<file path="src/rtl/oc_pkg.sv">
package oc_pkg;
  localparam int NCH = 5;

  localparam logic [3:0] ADDR_SEL = 4'd10;
  localparam logic [3:0] ADDR_LVL = 4'd11;
  localparam logic [3:0] ADDR_ACT = 4'd12;
  localparam logic [3:0] ADDR_FRC = 4'd13;
  localparam logic [3:0] ADDR_CLR = 4'd14;
  localparam logic [3:0] ADDR_IEN = 4'd15;

  // per-channel strobes from control to datapath
  typedef struct packed {
    logic [NCH-1:0] hit;  // first cycle of a compare match
    logic [NCH-1:0] frc;  // forced compare
    logic [NCH-1:0] clr;  // flag clear request
  } ocStrb_t;
endpackage

</file>
<file path="src/rtl/oc_ctrl.sv">
module oc_ctrl
  import oc_pkg::*;
#(
  parameter int CNT_W = 16
) (
  input  logic                 clk,
  input  logic                 rst_n,
  input  logic [CNT_W-1:0]     cntVal,
  input  logic                 wrEn,
  input  logic [3:0]           wrAddr,
  input  logic [7:0]           wrData,
  output ocStrb_t              strb,
  output logic [NCH-1:0]       selQ,
  output logic [NCH-1:0]       lvlQ,
  output logic [2*NCH-3:0]     actQ,
  output logic [NCH-1:0]       ienQ,
  output logic [NCH*CNT_W-1:0] cmpFlat
);
  localparam int HI_W = CNT_W - 8;

  logic [NCH-1:0] hitV;

  for (genvar g = 0; g < NCH; g++) begin : g_ch
    logic [CNT_W-1:0] cmpQ;
    logic inhQ, seenQ, eq, hiWr, loWr;

    assign hiWr = wrEn && (wrAddr == 4'(2*g));
    assign loWr = wrEn && (wrAddr == 4'(2*g+1));
    assign eq   = (cntVal == cmpQ);

    always_ff @(posedge clk) begin
      if (!rst_n) begin
        cmpQ  <= '1;
        inhQ  <= 1'b0;
        seenQ <= 1'b0;
      end else begin
        if (hiWr) cmpQ[CNT_W-1:8] <= wrData[HI_W-1:0];
        if (loWr) cmpQ[7:0] <= wrData;
        inhQ  <= hiWr;
        // an inhibited cycle does not count as having seen the match
        seenQ <= eq && !inhQ;
      end
    end

    assign hitV[g] = eq && !seenQ && !inhQ;
    assign cmpFlat[g*CNT_W +: CNT_W] = cmpQ;
  end

  always_ff @(posedge clk) begin
    if (!rst_n) begin
      selQ <= '0;
      lvlQ <= '0;
      actQ <= '0;
      ienQ <= '0;
    end else if (wrEn) begin
      case (wrAddr)
        ADDR_SEL: selQ <= wrData[NCH-1:0];
        ADDR_LVL: lvlQ <= wrData[NCH-1:0];
        ADDR_ACT: actQ <= wrData[2*NCH-3:0];
        ADDR_IEN: ienQ <= wrData[NCH-1:0];
        default: ;
      endcase
    end
  end

  always_comb begin
    strb.hit = hitV;
    strb.frc = (wrEn && wrAddr == ADDR_FRC) ? wrData[NCH-1:0] : '0;
    strb.clr = (wrEn && wrAddr == ADDR_CLR) ? wrData[NCH-1:0] : '0;
  end
endmodule

</file>
<file path="src/rtl/oc_path.sv">
module oc_path
  import oc_pkg::*;
(
  input  logic             clk,
  input  logic             rst_n,
  input  ocStrb_t          strb,
  input  logic [NCH-1:0]   selQ,
  input  logic [NCH-1:0]   lvlQ,
  input  logic [2*NCH-3:0] actQ,
  input  logic [NCH-1:0]   ienQ,
  output logic [NCH-1:0]   pinQ,
  output logic [NCH-1:0]   flagQ,
  output logic             irq
);
  logic [NCH-1:0] fire, pinNxt;

  assign fire = strb.hit | strb.frc;

  always_comb begin
    pinNxt = pinQ;
    // master first, slaves override their own pin afterwards
    if (fire[0]) pinNxt = (pinQ & ~selQ) | (lvlQ & selQ);
    for (int c = 1; c < NCH; c++) begin
      if (fire[c]) begin
        case (actQ[2*(c-1) +: 2])
          2'b01:   pinNxt[c-1] = ~pinQ[c-1];
          2'b10:   pinNxt[c-1] = 1'b0;
          2'b11:   pinNxt[c-1] = 1'b1;
          default: ;
        endcase
      end
    end
  end

  always_ff @(posedge clk) begin
    if (!rst_n) begin
      pinQ  <= '0;
      flagQ <= '0;
    end else begin
      pinQ  <= pinNxt;
      flagQ <= (flagQ & ~strb.clr) | strb.hit;
    end
  end

  assign irq = |(flagQ & ienQ);
endmodule

</file>
<file path="src/rtl/oc_unit.sv">
module oc_unit
  import oc_pkg::*;
#(
  parameter int CNT_W = 16
) (
  input  logic             clk,
  input  logic             rst_n,
  input  logic [CNT_W-1:0] cntVal,
  input  logic             wrEn,
  input  logic [3:0]       wrAddr,
  input  logic [7:0]       wrData,
  output logic [NCH-1:0]   pinOut,
  output logic [NCH-1:0]   flagOut,
  output logic             irqOut
);
  ocStrb_t                strb;
  logic [NCH-1:0]         selQ, lvlQ, ienQ;
  logic [2*NCH-3:0]       actQ;
  logic [NCH*CNT_W-1:0]   cmpFlat;

  oc_ctrl #(.CNT_W(CNT_W)) u_ctrl (
    .clk(clk), .rst_n(rst_n), .cntVal(cntVal),
    .wrEn(wrEn), .wrAddr(wrAddr), .wrData(wrData),
    .strb(strb), .selQ(selQ), .lvlQ(lvlQ), .actQ(actQ),
    .ienQ(ienQ), .cmpFlat(cmpFlat)
  );

  oc_path u_path (
    .clk(clk), .rst_n(rst_n), .strb(strb),
    .selQ(selQ), .lvlQ(lvlQ), .actQ(actQ), .ienQ(ienQ),
    .pinQ(pinOut), .flagQ(flagOut), .irq(irqOut)
  );
endmodule

</file>
<file path="config.mk">
export PLATFORM = sky130hd
export DESIGN_NAME = oc_unit
export DESIGN_NICKNAME = d
export VERILOG_FILES = /design/src/rtl/oc_pkg.sv /design/src/rtl/oc_ctrl.sv /design/src/rtl/oc_path.sv /design/src/rtl/oc_unit.sv
export SDC_FILE = /design/constraint.sdc
export NUM_CORES = 1
export LEC_CHECK = 0
export BUFFER_PORTS_ARGS = -buffer_cell sky130_fd_sc_hd__buf_2
export CAP_MARGIN = 20
export CORE_UTILIZATION = 45
export CTS_CLUSTER_DIAMETER = 60
export DETAILED_ROUTE_END_ITERATION = 6
export SYNTH_ARGS = -nofsm -noshare
export SYNTH_HDL_FRONTEND = slang
export SYNTH_SLANG_ARGS = --single-unit
</file>
<file path="constraint.sdc">
create_clock -name clk -period 4.47 [get_ports clk]
set_input_delay 0.894 -clock clk [delete_from_list [all_inputs] [get_ports clk]]
set_output_delay 0.894 -clock clk [all_outputs]
set_load 0.01 [all_outputs]
</file>
[Word level (Yosys, flattened, before mapping)]
Index checks and enable logic that the tools add are counted.
Word-level totals
  register bits after elaboration: 123
  bits in latches: 0
  memory bits (writable): 0
  ROM bits: 0
  input port bits: 31
  output and inout port bits: 11
  word-level logic and storage cells: 126
  memories kept: 0
Operators by class
  add/sub/neg operators: 0
  $mul: 0
  divide/modulo/power cells: 0
  order comparisons: 0
  equality and inequality tests: 32
  shift-type cells: 0
  muxes and demuxes: 11
  bitwise gates (word level): 13
  reduce and logical (&&, ||, !) cells: 43
Operators with widths (count)
  $eq 16x16->1: 5
  $eq 4x4->1 const B: 8
  $logic_and 1x1->1: 27
  $and 5x5->5: 4
  $eq 2x2->1 const B: 8
  $eq 4x3->1 const B: 4
  $or 5x5->5: 3
  $pmux 1 s3: 4
  $logic_not 1->1: 10
  $mux 5: 2
  $not 5->5: 2
  $eq 2x1->1 const B: 4
  $eq 4x2->1 const B: 2
  $reduce_and 2->1: 4
  $reduce_or 5->1: 1
  $eq 4x1->1 const B: 1
  $logic_not 4->1: 1
  $mux 1: 4
  $mux 4: 1
  $not 1->1: 4

[Depth between registers and ports, before layout]
Gate-level depths: netlist of run 1.
  depth after elaboration: 7
  gate-level depth with buffers: 8
  gate-level depth less buffers: 6

[Modules after synthesis]
Synthesis of run 1 repeated with hierarchy kept, for this count alone.
Second synthesis, totals
  cells, all modules: 678
  area total of the unflattened synthesis: 5547.8 um^2
Modules (own cells, without submodules)
  oc_ctrl: instances 1, cells an instance 619, area each 5051.1 um^2, seq. area each 2262.2 um^2
  oc_path: instances 1, cells an instance 59, area each 496.7 um^2, seq. area each 200.2 um^2

[Worst setup path after synthesis of run 1]
Ideal clock, no wire load.
  kind: input to register
  start: input cntVal[9]
  end: register u_path.pinQ[0]
  library setup time: 123 ps
  arrival: 2362 ps
  data required time: 4347 ps
  path slack: 1985 ps
  cell stages on the path: 8
  path buffers: 2
  cell sequence: buf_2 -> xnor2_1 -> nand4_1 -> or4_4 -> buf_6 -> o311a_1 -> o221ai_1 -> o21ai_1
Between the ends
  longest elaborated chain between the ends: 7
  elaborated cells on any way between the ends: 10
  classes of those cells: eq/ne (2); mux (3); bitwise (1); reduce/logical (4)
Ends and longest elaborated chain
  from (decl): RTL line oc_unit.sv:8  | input logic [CNT_W-1:0] cntVal,
  $eq 16x16->1: RTL line oc_ctrl.sv:29  | assign eq = (cntVal == cmpQ);
  $logic_and 1x1->1 (2 in a row): RTL line oc_ctrl.sv:45  | assign hitV[g] = eq && !seenQ && !inhQ;
  $or 5x5->5 (*): RTL line oc_path.sv:17  | assign fire = strb.hit | strb.frc;
  $mux 4: RTL line oc_path.sv:22  | if (fire[0]) pinNxt = (pinQ & ~selQ) | (lvlQ & selQ);
  $pmux 1 s3: RTL line oc_path.sv:25  | case (actQ[2*(c-1) +: 2])
  $mux 1 (*): RTL line oc_path.sv:24  | if (fire[c]) begin
  to (signal assigned): RTL line oc_path.sv:40  | pinQ <= pinNxt;
  to (decl): RTL line oc_path.sv:11  | output logic [NCH-1:0] pinQ,
Every way passes the cells marked *; elsewhere a longest branch is shown, timed or not.
A chain may end at the register's enable or synchronous reset.

[Final worst setup path of run 1]
  start: input wrAddr[3]
  end: register u_path.pinQ[0]
Between the ends
  longest elaborated chain between the ends: 7
Ends and longest elaborated chain
  from (decl): RTL line oc_unit.sv:10  | input logic [3:0] wrAddr,
  $eq 4x4->1 (*): RTL line oc_ctrl.sv:68  | strb.frc = (wrEn && wrAddr == ADDR_FRC) ? wrData[NCH-1:0] : '0;
  $logic_and 1x1->1 (*): RTL line oc_ctrl.sv:68
  $mux 5 (*): RTL line oc_ctrl.sv:68
  $or 5x5->5 (*): RTL line oc_path.sv:17
  $mux 4: RTL line oc_path.sv:22
  $pmux 1 s3: RTL line oc_path.sv:25
  $mux 1 (*): RTL line oc_path.sv:24
Marked as above.

==> results of run 1 <==
[final timing paths]
| kind | start | end | slack (ns) |
|---|---|---|---|
| max | wrAddr[3] | u_path.pinQ[0]$_SDFF_PN0_ | 1.97 |
| min reg2reg | u_ctrl.ienQ[2]$_SDFFE_PN0P_ | u_ctrl.ienQ[2]$_SDFFE_PN0P_ | 0.48 |
| min | u_ctrl.ienQ[2]$_SDFFE_PN0P_ | u_ctrl.ienQ[2]$_SDFFE_PN0P_ | 0.48 |
| max reg2reg | u_ctrl.g_ch[3].cmpQ[10]$_SDFFE_PN1P_ | u_path.pinQ[2]$_SDFF_PN0_ | 2.26 |
[state kept, by name, indices dropped and copies added (netlist names), named ones only]
signal	cells
u_ctrl.g_ch.cmpQ	80
u_ctrl.actQ	8
u_ctrl.g_ch.inhQ	5
u_ctrl.g_ch.seenQ	5
u_ctrl.ienQ	5
u_ctrl.lvlQ	5
u_ctrl.selQ	5
u_path.flagQ	5
u_path.pinQ	4
[placed cells by master (no fill, tap or decap), types with 9 or more instances in the layout]
master | Yosys | routed
a21oi_1 | 11 | 11
mux2i_1 | 41 | 41
clkbuf_16 | 0 | 17
xnor2_1 | 48 | 48
xor2_1 | 27 | 27
nor3_1 | 10 | 10
o211ai_1 | 12 | 12
dfxtp_1 | 123 | 123
nor2_1 | 43 | 43
nand2_1 | 145 | 145
buf_2 | 10 | 41
nand4_1 | 10 | 10
nand3_1 | 67 | 67
a22oi_1 | 9 | 9
[kinds of logic (layout without fill, tap and decap cells)]
family / count (synthesis) / after routing
and+or+nand+nor: 307 / 307
DFF: 123 / 123
AOI/OAI and AO/OA: 62 / 62
muxes: 41 / 41
xor gates and xnor gates: 77 / 77
buffers and inverters: 63 / 83
[synthesized netlist by cell type (4+ instances only)]
cell / n / area, µm²
nand2b_1: 8 / 50.1
nor4b_1: 4 / 35.0
o311a_1: 4 / 40.0
dfxtp_1: 123 / 2460
xnor2_1: 48 / 420
nand3_1: 67 / 335
buf_6: 5 / 56.3
o211ai_1: 12 / 90.1
nand4_1: 10 / 62.6
inv_1: 8 / 30.0
mux2i_1: 41 / 410
nor4_1: 5 / 31.3
a22oi_1: 9 / 67.6
buf_2: 10 / 50.1
nor3_1: 10 / 50.1
clkbuf_1: 36 / 135
a21oi_1: 11 / 55.1
xor2_1: 27 / 236
nand2_1: 145 / 544
o21ai_0: 8 / 40.0
nor2_1: 43 / 161
[power groups by stage]
stage / clock, µW / combinational [µW] / sequential [µW]
after CTS: 1390 / 189 / 1130
after global routing: 1450 / 206 / 1130
after floorplan: 0 / 136 / 1150
after detailed placement: 0 / 188 / 1150
final: 1380 / 190 / 1130
after global placement: 0 / 186 / 1150
[cell type report]
type	instances	area, µm²
Sequential cell	123	2460
Clock buffer	23	468
Tap cell	168	210
Multi-Input combinational cell	487	2950
Inverter	9	33.8
Fill cell	1173	5700
Clock inverter	8	118
Timing Repair Buffer	43	220
[stage by stage]
step | instances | instance area (µm²) | setup slack (ns) | hold slack [ns]
5_1_grt | 861 | 6460 | 1.73 | 0.501
2_1_floorplan | 673 | 5700 | 1.99 | 0.432
4_1_cts | 861 | 6460 | 1.98 | 0.478
3_5_place_dp | 830 | 5880 | 1.56 | 0.470
3_3_place_gp | 830 | 5880 | 1.48 | 0.462
6_report | 861 | 6460 | 1.97 | 0.477
[metal layers]
layer | GRT usage | up-vias | wire length, µm
li1 | - | 2288 | -
met1 | 0.365 | 2289 | 7410
met2 | 0.421 | 169 | 7590
met3 | 0.0757 | 26 | 1260
met4 | 0.0996 | 0 | 325
met5 | 0 | - | 0
[worst min-delay path, cell delays in order, from the launching register on]
cell and delay (ns):
dfxtp_1 0.30, o21ai_0 0.06, a21oi_1 0.06
==> run_results.csv, run 1 <==
group,metric,value,unit
power,power,2690,µW
clock_network,cts-hold-fix-buffers,0,
synth,synth-seq-cells,123,
setup_path,crit_type,"in -> reg",
detailed_routing,ant_nets,0,
setup_path,ff2ff_path_depth,6,
synth,synth.net_count,704,
floorplanning,die-area,0.0131,mm²
clock_network,post_cts_buffers,0,
timing,finalCriticalPeriod,2.50,ns
setup_path,cp_slowest_stage_delay,0.75,ns
synth,synth_compound_area_frac,0.0801,
setup_path,path_depth,7,
synth,synth.avg_cell_area,8.47,µm²
synth,synth.distinct_cells,44,
grt,grt_start_max_net_pins,54,
synth,synth_xor_area_frac,0.121,
detailed_routing,wirelength,16.6,mm
timing,setup_violations,0,
timing,tightest_slew,1.07,ns
grt,track_usage,0.273,
setup_path,arrival,2.80,ns
timing,finalSetupTns,0,ns
detailed_routing,drt_pass1_iterations,5,
timing,min_period_over_period,0.559,
job,cap_violations,0,
clock_network,cts_made_buffers,17,
timing,rsz0062_at_grt,"false",
layout,final_util,0.531,
synth,synth-simple-area-share,0.245,
grt,grt_pass1_wl,25.8,mm
power,irDropWorstVdd,0.000271,V
layout,final_nets,712,
floorplanning,die_height,115,µm
clock_network,path_clk_slew,0.05,ns
floorplanning,core_area,0.0122,mm²
power,power_switching,621,µW
layout,drive_above_1_share,0.123,
grt,grt_antenna_before_repair,0,
setup_path,cp_max_fo,26,
setup_path,cp-end-kind,"flip-flop",
synth,netlist_area,0.00570,mm²
detailed_routing,route.vias.total,4772,
floorplanning,die_x,115,µm
clock_network,root_buffer,"clkbuf_16",
floorplanning,row_count,40,
synth,synth_seq_area_share,0.432,
outcome,status,"finished, final reports clean",
synth,synth_top_family_by_area,"simple AND/OR/NAND/NOR gates",
grt,grt_pass1_vias,4413,
setup_path,crit_chain,"buf_2, nand2_1, nor3_1, nand2_1, o311a_1, o221ai_1, o21ai_1",
clock_network,cts_max_level,4,
detailed_routing,vias_per_cell,5.54,
synth,muxShareOfSynthArea,0.0720,
timing,max_slew_margin,0.282,
synth,synth-main-ff-cell,"dfxtp_1",
setup_path,path_common_cell,"nand2_1",
power,power.internal,2070,µW
floorplanning,ios,42,
clock_network,clock_latency,0.42,ns
timing,max_freq,400,MHz
hold_path,whs_path_depth,2,
hold_path,hold_class,"reg -> reg",
power,powerDensity,417,mW/mm²
synth,synth-edff-count,0,
power,p_sw_frac,0.230,
synth,synth_adder_area_share,0,
power,pwr-share-seq,0.418,
setup_path,crit_family,"simple AND/OR/NAND/NOR gates",
setup_path,cp.required,4.77,ns
detailed_routing,drt-initial-drc-count,376,
detailed_routing,drc,0,
synth,synthCells,673,
grt,overflow,0,
clock_network,ctsResizeCount,0,
layout,diodes,0,
clock_network,clock_sinks,123,
synth,yosys_warnings,0,
layout,area_growth,13.4,%
setup_path,crit_slowest_cell,"nor3_1",
clock_network,cts_buffer_depth,2,
power,p_clk_frac,0.511,
setup_path,crit_buf_inv,1,
setup_path,cp-start-kind,"input port",
clock_network,cts_tree,"done",
power,combPwrFrac,0.071,
timing,finClkSkew,0.00841,ns
place,dp_hpwl,11.4,mm
detailed_routing,avgRoutedWirePerCell,19.3,µm
synth,async_flop_share,0,
place,routabilityCongestion,0.823,
floorplanning,initial_core_util,0.469,
timing,drv_slew,0,
power,leakage,0.00249,µW
timing,hold_viol,0,
place,port_buffers,41,
Power figures use the tool's default switching activity.
==> run 2, diff against run 1 <==
--- a/config.mk
+++ b/config.mk
@@ -5,6 +5,7 @@
 export SDC_FILE = /design/constraint.sdc
 export NUM_CORES = 1
 export LEC_CHECK = 0
+export ABC_AREA = 1
 export BUFFER_PORTS_ARGS = -buffer_cell sky130_fd_sc_hd__buf_2
 export CAP_MARGIN = 20
 export CORE_UTILIZATION = 45
==> constraint.sdc (replaced) <==
create_clock -name clk -period 2.2 [get_ports clk]
set_input_delay 0.44 -clock clk [delete_from_list [all_inputs] [get_ports clk]]
set_output_delay 0.44 -clock clk [all_outputs]
set_load 0.01 [all_outputs]
==> run_results.csv, run 2 <==
group,metric,value,unit
grt,track_usage,0.275,
clock_network,cts_made_buffers,17,
floorplanning,die_x,116,µm
timing,setup_violations,0,
synth,synth-main-ff-cell,"dfxtp_1",
synth,async_flop_share,0,
power,power.internal,4140,µW
layout,multi_input_area,0.00274,mm²
clock_network,path_clk_slew,0.06,ns
layout,ff_latch_area,0.00246,mm²
setup_path,cp-end-kind,"output port",
floorplanning,die_height,116,µm
synth,synth.avg_cell_area,6.85,µm²
clock_network,clock_sinks,123,
synth,synth_top_cell_by_area,"dfxtp_1",
floorplanning,core_area,0.0126,mm²
grt,grt_antenna_before_repair,0,
detailed_routing,route.vias.total,5536,
power,leakage,0.00340,µW
clock_network,ctsResizeCount,0,
layout,reg.largest.list,"u_ctrl.g_ch.cmpQ: 80 flops, u_ctrl.actQ: 8 flops",
setup_path,ff2ff_path_depth,11,
clock_network,cts-hold-fix-buffers,0,
timing,finalCriticalPeriod,1.78,ns
synth,synth_seq_area_share,0.423,
power,irDropWorstVdd,0.000494,V
clock_network,cts_buffer_depth,2,
synth,synth.distinct_cells,27,
floorplanning,row_count,41,
synth,yosys_warnings,0,
synth,yosysMostFrequentCell,"nand2_1",
power,p_sw_frac,0.239,
detailed_routing,wirelength,17.1,mm
place,routabilityCongestion,0.865,
layout,final_cell_mix,"nand2_1 (253), dfxtp_1 (123), inv_1 (104)",
place,port_buffers,41,
synth,synthTopCellsByCount,"nand2_1 (253), dfxtp_1 (123), inv_1 (104)",
synth,ys_top_cells_by_area,"dfxtp_1 (42%), nand2_1 (16%), o211ai_1 (7.3%)",
timing,tightest_slew,0.664,ns
power,pwr-share-seq,0.422,
synth,synth-edff-count,0,
synth,synth-seq-cells,123,
clock_network,root_buffer,"clkbuf_16",
setup_path,r2r_start,"u_ctrl.g_ch[2].cmpQ[3]$_SDFFE_PN1P_",
hold_path,hold_class,"in -> reg",
layout,largest-register,"u_ctrl.g_ch.cmpQ",
hold_path,whs_path_depth,2,
layout,largest_reg_flops,80,
synth,synth_top_area_share,0.423,
detailed_routing,avgRoutedWirePerCell,15.9,µm
setup_path,arrival,1.34,ns
timing,max_freq,563,MHz
clock_network,clock_latency,0.42,ns
clock_network,cts_tree,"done",
setup_path,cp_max_fo,3,
grt,grt_start_max_net_pins,41,
place,dp_hpwl,12.1,mm
setup_path,cp-start-kind,"flip-flop",
layout,nFillCells,1306,
detailed_routing,ant_nets,0,
synth,netlist_area,0.00582,mm²
layout,final_nets,920,
power,p_clk_frac,0.500,
detailed_routing,drt-initial-drc-count,474,
power,power_switching,1300,µW
timing,max_slew_margin,0.556,
timing,layout_setup_ws,0.424,ns
floorplanning,ios,42,
floorplanning,die-area,0.0134,mm²
setup_path,crit_type,"reg -> out",
hold_path,min-delay-start,"rst_n",
grt,grt_pass1_vias,5305,
detailed_routing,drt_pass1_iterations,5,
job,cap_violations,0,
layout,area_growth,16.8,%
floorplanning,initial_core_util,0.461,
outcome,status,"finished, final reports clean",
timing,rsz0062_at_grt,"false",
layout,drive_above_1_share,0.132,
layout,layout.cells.most_common,"nand2_1",
detailed_routing,drc,0,
setup_path,cp.required,1.76,ns
timing,hold_viol,0,
synth,synthCells,850,
setup_path,rr_endpoint,"u_path.pinQ[1]$_SDFF_PN0_",
timing,finClkSkew,0.00871,ns
timing,finalSetupTns,0,ns
clock_network,post_cts_buffers,0,
timing,min_period_over_period,0.807,
grt,overflow,0,
grt,grt_pass1_wl,27.1,mm
power,combPwrFrac,0.079,
timing,drv_slew,0,
detailed_routing,vias_per_cell,5.15,
hold_path,min_to,"u_ctrl.g_ch[0].cmpQ[14]$_SDFFE_PN1P_",
power,powerDensity,801,mW/mm²
clock_network,cts_max_level,4,
synth,synth.net_count,881,
setup_path,reg2reg_setup_slack,0.49,ns
place,dp_slack,0.206,ns
timing,fin_hold_ws,0.404,ns
==> run 2: metrics by stage <==
stage          utilization  area, µm²  total power [µW]  cells
6_report             0.539       6800              5440   1074
5_1_grt              0.539       6800              5630   1073
4_1_cts              0.539       6800              5470   1073
3_5_place_dp         0.493       6230              2770   1042
3_3_place_gp         0.493       6230              2760   1042
2_1_floorplan            -       5820              2610    850
==> run 2: worst max-delay path, cell delays in order (launching register included) <==
cell and delay [ns]:
dfxtp_1 0.35, nand2_1 0.08, nand2_1 0.05, a221oi_1 0.22, nand2_1 0.08, buf_2 0.14
==> run 2: worst max-delay path by stage <==
stage / startpoint / end / slack [ns]
final: u_path.flagQ[1]$_SDFF_PN0_ / irqOut / 0.42
after global routing: u_ctrl.g_ch[2].cmpQ[1]$_SDFFE_PN1P_ / u_path.pinQ[1]$_SDFF_PN0_ / 0.32
after CTS: u_path.flagQ[1]$_SDFF_PN0_ / irqOut / 0.42
after detailed placement: cntVal[3] / u_path.pinQ[1]$_SDFF_PN0_ / 0.21
after global placement: cntVal[3] / u_path.pinQ[1]$_SDFF_PN0_ / 0.20
after floorplan: cntVal[7] / u_path.pinQ[0]$_SDFF_PN0_ / 0.69
==> run 2: metal layers <==
metal / global-route usage / share of wire / wire length (µm)
met1: 0.344 / 0.46 / 7830
met2: 0.458 / 0.47 / 7990
met3: 0.0711 / 0.056 / 962
met4: 0.0966 / 0.017 / 298
met5: 0 / 0 / 0
==> run 2: layout make-up <==
cell class | instances | area share
Antenna cell | 1 | 0.000368
Clock buffer | 23 | 0.0703
Tap cell | 172 | 0.0317
Clock inverter | 8 | 0.0136
Sequential cell | 123 | 0.362
Timing Repair Buffer | 58 | 0.0526
Inverter | 121 | 0.0668
Multi-Input combinational cell | 568 | 0.402
==> run 2: cells by family (layout without fill, tap and decap cells) <==
family,Yosys count,in the layout,synth area share
other,0,1,0
flip-flops,123,123,0.423
AO/OA/AOI/OAI,179,179,0.180
AND/OR/NAND/NOR,373,373,0.266
XOR/XNOR,16,16,0.0241
buffers and inverters,159,210,0.107
==> run 2: power groups by stage <==
stage / logic, µW / registers [µW] / clock network (µW)
6_report: 428 / 2300 / 2720
5_1_grt: 479 / 2300 / 2850
4_1_cts: 427 / 2300 / 2750
3_5_place_dp: 424 / 2340 / 0
3_3_place_gp: 417 / 2340 / 0
2_1_floorplan: 277 / 2340 / 0
